$ cat src/rtl/ft_pkg.sv
package ft_pkg;
  localparam int ADDR_W = 3;
  localparam int DATA_W = 16;

  localparam logic [ADDR_W-1:0] A_CTRL   = 3'd0;
  localparam logic [ADDR_W-1:0] A_DIV    = 3'd1;
  localparam logic [ADDR_W-1:0] A_RELOAD = 3'd2;
  localparam logic [ADDR_W-1:0] A_COUNT  = 3'd3;
  localparam logic [ADDR_W-1:0] A_IRQ    = 3'd4;

  localparam int B_RUN     = 0;
  localparam int B_LOAD    = 1;
  localparam int B_ONESHOT = 2;
  localparam int B_FINE_LO = 4;
  localparam int B_FLAG    = 0;
  localparam int B_IEN     = 1;
endpackage

$ cat src/rtl/ft_prescaler.sv
module ft_prescaler #(
  parameter int DIV_W = 4
) (
  input  logic             clk,
  input  logic             rst_n,
  input  logic             run,
  input  logic [DIV_W-1:0] div,
  output logic             tick
);
  localparam int PRE_W = (1 << DIV_W) - 2;
  localparam logic [DIV_W-1:0] DIV_RSVD = '1;

  logic [PRE_W-1:0] pre_q, pre_d, mask;

  generate
    for (genvar i = 0; i < PRE_W; i++) begin : g_mask
      assign mask[i] = (div > DIV_W'(i));
    end
  endgenerate

  assign tick = run && (div != DIV_RSVD) && ((pre_q & mask) == mask);

  always_comb begin
    if (!run) pre_d = '0;
    else      pre_d = pre_q + 1'b1;
  end

  always_ff @(posedge clk or negedge rst_n) begin
    if (!rst_n) pre_q <= '0;
    else        pre_q <= pre_d;
  end
endmodule

$ cat src/rtl/ft_fine_seq.sv
module ft_fine_seq #(
  parameter int FINE_W = 4
) (
  input  logic              clk,
  input  logic              rst_n,
  input  logic              advance,
  input  logic [FINE_W-1:0] fine,
  output logic              stretch
);
  logic [FINE_W-1:0] idx_q, idx_d, rev;

  generate
    for (genvar i = 0; i < FINE_W; i++) begin : g_rev
      assign rev[i] = idx_q[FINE_W-1-i];
    end
  endgenerate

  assign stretch = (rev < fine);

  always_comb begin
    idx_d = idx_q;
    if (advance) idx_d = idx_q + 1'b1;
  end

  always_ff @(posedge clk or negedge rst_n) begin
    if (!rst_n) idx_q <= '0;
    else        idx_q <= idx_d;
  end
endmodule

$ cat src/rtl/fine_reload_timer.sv
module fine_reload_timer #(
  parameter int CNT_W  = 8,
  parameter int DIV_W  = 4,
  parameter int FINE_W = 4
) (
  input  logic        clk,
  input  logic        rst_n,
  input  logic [2:0]  addr,
  input  logic [15:0] wdata,
  input  logic        wr,
  input  logic        rd,
  output logic [15:0] rdata,
  output logic        irq_o,
  output logic        uf_o
);
  import ft_pkg::*;

  logic              run_q, run_d, oneshot_q, oneshot_d;
  logic [FINE_W-1:0] fine_q, fine_d;
  logic [DIV_W-1:0]  div_q, div_d;
  logic [CNT_W-1:0]  reload_q, reload_d, cnt_q, cnt_d;
  logic              delay_q, delay_d, flag_q, flag_d, ien_q, ien_d;
  logic              uf_q, uf_evt, tick, stretch;
  logic              wr_ctrl, wr_div, wr_reload, wr_irq, load_req;

  assign wr_ctrl   = wr && (addr == A_CTRL);
  assign wr_div    = wr && (addr == A_DIV);
  assign wr_reload = wr && (addr == A_RELOAD);
  assign wr_irq    = wr && (addr == A_IRQ);
  assign load_req  = wr_ctrl && wdata[B_LOAD];

  ft_prescaler #(.DIV_W(DIV_W)) u_pre (
    .clk(clk), .rst_n(rst_n), .run(run_q), .div(div_q), .tick(tick)
  );

  ft_fine_seq #(.FINE_W(FINE_W)) u_fine (
    .clk(clk), .rst_n(rst_n), .advance(uf_evt), .fine(fine_q), .stretch(stretch)
  );

  // counter, lengthening and underflow
  always_comb begin
    uf_evt  = 1'b0;
    cnt_d   = cnt_q;
    delay_d = delay_q;
    if (load_req) begin
      cnt_d   = reload_q;
      delay_d = 1'b0;
    end else if (tick) begin
      if (cnt_q != '0) begin
        cnt_d = cnt_q - 1'b1;
      end else if (stretch && !delay_q) begin
        delay_d = 1'b1;
      end else begin
        uf_evt  = 1'b1;
        cnt_d   = reload_q;
        delay_d = 1'b0;
      end
    end
  end

  // software-visible register next state
  always_comb begin
    run_d     = run_q;
    oneshot_d = oneshot_q;
    fine_d    = fine_q;
    div_d     = div_q;
    reload_d  = reload_q;
    ien_d     = ien_q;
    flag_d    = flag_q;
    if (wr_ctrl) begin
      run_d     = wdata[B_RUN];
      oneshot_d = wdata[B_ONESHOT];
      fine_d    = wdata[B_FINE_LO +: FINE_W];
    end else if (uf_evt && oneshot_q) begin
      run_d = 1'b0;
    end
    if (wr_div)    div_d    = wdata[DIV_W-1:0];
    if (wr_reload) reload_d = wdata[CNT_W-1:0];
    if (wr_irq)    ien_d    = wdata[B_IEN];
    if (uf_evt)                         flag_d = 1'b1;
    else if (wr_irq && wdata[B_FLAG])   flag_d = 1'b0;
  end

  always_ff @(posedge clk or negedge rst_n) begin
    if (!rst_n) begin
      run_q     <= 1'b0;
      oneshot_q <= 1'b0;
      fine_q    <= '0;
      div_q     <= '0;
      reload_q  <= '0;
      cnt_q     <= '1;
      delay_q   <= 1'b0;
      flag_q    <= 1'b0;
      ien_q     <= 1'b0;
      uf_q      <= 1'b0;
    end else begin
      run_q     <= run_d;
      oneshot_q <= oneshot_d;
      fine_q    <= fine_d;
      div_q     <= div_d;
      reload_q  <= reload_d;
      cnt_q     <= cnt_d;
      delay_q   <= delay_d;
      flag_q    <= flag_d;
      ien_q     <= ien_d;
      uf_q      <= uf_evt;
    end
  end

  // read mux
  always_comb begin
    rdata = '0;
    if (rd) begin
      case (addr)
        A_CTRL: begin
          rdata[B_RUN]                 = run_q;
          rdata[B_ONESHOT]             = oneshot_q;
          rdata[B_FINE_LO +: FINE_W]   = fine_q;
        end
        A_DIV:    rdata[DIV_W-1:0] = div_q;
        A_RELOAD: rdata[CNT_W-1:0] = reload_q;
        A_COUNT:  rdata[CNT_W-1:0] = cnt_q;
        A_IRQ: begin
          rdata[B_FLAG] = flag_q;
          rdata[B_IEN]  = ien_q;
        end
        default:  rdata = '0;
      endcase
    end
  end

  assign irq_o = flag_q && ien_q;
  assign uf_o  = uf_q;
endmodule

$ cat config.mk
export PLATFORM = sky130hd
export DESIGN_NAME = fine_reload_timer
export DESIGN_NICKNAME = d
export VERILOG_FILES = /design/src/rtl/ft_pkg.sv /design/src/rtl/ft_prescaler.sv /design/src/rtl/ft_fine_seq.sv /design/src/rtl/fine_reload_timer.sv
export SDC_FILE = /design/constraint.sdc
export NUM_CORES = 1
export LEC_CHECK = 0
export BUFFER_PORTS_ARGS = -buffer_cell sky130_fd_sc_hd__buf_4
export CAP_MARGIN = 15
export CORE_MARGIN = 3
export CORE_UTILIZATION = 40
export DETAILED_ROUTE_END_ITERATION = 16
export GPL_TIMING_DRIVEN = 0
export PLACE_DENSITY = 0.59
export SETUP_SLACK_MARGIN = 0.5
export SKIP_CTS_REPAIR_TIMING = 1
export SYNTH_ARGS = -nofsm -noshare
export SYNTH_HDL_FRONTEND = slang
export SYNTH_SLANG_ARGS = --single-unit
$ cat constraint.sdc
create_clock -name clk -period 2.7 [get_ports clk]
set_input_delay 0.54 -clock clk [delete_from_list [all_inputs] [get_ports clk]]
set_output_delay 0.54 -clock clk [all_outputs]
set_load 0.05 [all_outputs]
==> flow_summary_export.csv <==
group,metric,value,unit
sta,max_slew_margin,31.1,%
sta,fin_crit,2.29,ns
sta,post-route-period-util,84.9,%
synthesis,syn_avg_cell_area,10.0,µm²
synthesis,yosysTopAreaCell,"dfrtp_1",
floorplanning,design.die.area,8060,µm²
critical_path,start_kind,"flip-flop",
floorplanning,fp.dieH,89.8,µm
synthesis,yosysMostFrequentCell,"dfrtp_1",
routing,wl,6.72,mm
hold_path,hp-class,"in -> async",
cells_and_area,finish.utilization,51.6,%
floorplanning,start_util,42.8,%
cells_and_area,nets,353,
critical_path,cp_max_fo,7,
power,peakVddDrop,0.000268,V
sta,fin_skew,0.0105,ns
synthesis,async_flop_share,100,%
synthesis,ys_top_cells_by_area,"dfrtp_1 (36%), mux2_2 (8.0%), dfstp_2 (7.5%)",
synthesis,synth_cell_types,52,
cells_and_area,syn2layout_area_growth,20.7,%
global_routing,first_global_vias,2143,
sta,fmaxAchievable,436,MHz
cts,tritoncts,"done",
sta,setup_violations,0,
cts,clkSinkCount,48,
routing,drc,0,
synthesis,yosysTopAreaCellShare,35.6,%
sta,grt_setup_unrepaired,"yes",
power,p_leak,1.43,nW
critical_path,r2r_setup_slack,0.41,ns
cts,clkSlewWorstSetupHoldPaths,0.09,ns
synthesis,synth_seq_cells,48,
sta,final-max-slew-violation-count,0,
sta,tightest_slew,1.02,ns
floorplanning,ios,41,
sta,hold_violations,0,
global_routing,grt_pass1_wl,11.1,mm
critical_path,critPathKind,"reg -> reg",
floorplanning,num_rows,29,
place,gp_congestion,0.829,
synthesis,ys_warn_count,0,
critical_path,r2r-end,"cnt_q[5]",
cts,cts_buffer_depth,2,
synthesis,synth-edff-count,0,
sta,fin_tns_setup,0,ns
global_routing,grt_max_degree,49,
critical_path,r2r_start,"div_q[2]",
synthesis,synth_common_cells,"dfrtp_1 (40), nand2_1 (28), mux2_2 (20), o21ai_0 (15), and2_1 (13)",
global_routing,grt_usage,17.0,%
critical_path,cp-end-kind,"flip-flop",
global_routing,grt_overflow,0,
power,cellPowerDensity,625,nW/µm²
place,port_buffers,23,
routing,drtIter0Drc,117,
synthesis,ys_seq_area_share,43.1,%
outcome,outcome,"complete, no violations",
routing,first_pass_iters,4,
critical_path,rr_worst_depth,6,
place,dp_hpwl,4.90,mm
power,power,2.12,mW
routing,vias,2219,
routing,viasPerCell,5.32,
synthesis,ys.flop_type,"dfrtp_1",
cells_and_area,drive_gt1_share,34.6,%
critical_path,critPathRequiredTime,2.94,ns
cts,cts_inserted_buffers,5,
cells_and_area,n_antenna_cell,0,
synthesis,netlist_instances,280,
floorplanning,die_w,89.8,µm
cts,cts_root_buf,"clkbuf_8",
cts,h-tree-depth,2,
global_routing,antenna_found_initial,0,
flow_run,maxCapViolations,0,
synthesis,syn_area,2810,µm²
routing,avgRoutedWirePerCell,16.1,µm
critical_path,crit_start,"div_q[2]",
floorplanning,core_area,6570,µm²
routing,antenna_left,0,
critical_path,crit_arrival,2.53,ns
cts,clk_latency,0.30,ns
==> flip-flops by register name (all words and copies together) (netlist names), 4 cells and up <==
register,cells
u_pre.pre_q,14
cnt_q,8
reload_q,8
div_q,4
fine_q,4
u_fine.idx_q,4
==> cell usage in the layout, fill, tap and decap left out, drive strengths merged, types with 3 or more instances in the layout <==
cell type	instances
and2	14
conb	8
clkbuf	13
a211oi	4
nor2	13
a21boi	4
mux2	20
inv	9
and3	3
ha	7
buf	40
dfrtp	40
nand3	6
nand3b	4
dfstp	8
nand2b	7
nor3	8
xor2	5
nand2	28
xnor2	7
o21ai	15
a221o	3
a22oi	4
nor2b	5
a21oi	10
or3	6
==> worst max-delay path by stage <==
stage	endpoint	slack, ns	cells after the start
6_report	cnt_q[5]	0.41	6
2_1_floorplan	rdata[0]	0.51	4
3_3_place_gp	rdata[6]	0.14	6
4_1_cts	rdata[6]	0.11	6
5_1_grt	cnt_q[5]	0.32	6
3_5_place_dp	rdata[6]	0.11	6
==> power breakdown <==
group	internal, mW	switching, mW	total [mW]
registers	0.876	0.150	1.03
logic	0.304	0.343	0.646
clock network	0.210	0.238	0.448
==> worst max-delay path, stage by stage, from the launching register on <==
cell	delay [ns]
dfrtp_2	0.49
inv_1	0.15
a21oi_1	0.07
o41ai_2	0.44
nand3_2	0.23
or4_1	0.52
a221o_1	0.33
==> layout make-up <==
type	count	area, µm²
Fill cell	617	3180
Multi-Input combinational cell	214	1610
Timing Repair Buffer	29	221
Buffer	16	105
Clock buffer	8	90.1
Inverter	9	33.8
Tap cell	93	116
Sequential cell	48	1220
==> layer usage <==
layer  vias to the layer above  global-route usage, %  routed length, µm
met5                         -                      0                  0
met3                         8                   3.34                289
met1                      1090                   25.5               3360
met4                         0                   4.34                 62
li1                       1079                      -                  -
met2                        42                   25.0               3010
==> cells by family after synthesis <==
group                    after synthesis  share of synthesized area, %
buffers and inverters                 25                          4.41
adder cells (fa/ha/maj)                7                          3.12
multiplexers                          23                          9.98
other                                  1                         0.134
AND/OR/NAND/NOR                      107                          21.0
flip-flops                            48                          43.1
XOR/XNOR                              12                          3.74
AO/OA/AOI/OAI                         57                          14.5
==> per-stage QoR <==
step           setup slack (ns)  std cells  area, µm²  hold WS, ns
4_1_cts                   0.107        411       3240        0.271
3_5_place_dp              0.110        403       3150        0.458
3_3_place_gp              0.135        403       3150        0.450
6_report                  0.407        417       3390        0.252
2_1_floorplan             0.515        287       2860        0.244
5_1_grt                   0.323        417       3390        0.283
Note: power is estimated with default switching activity, not from simulation.
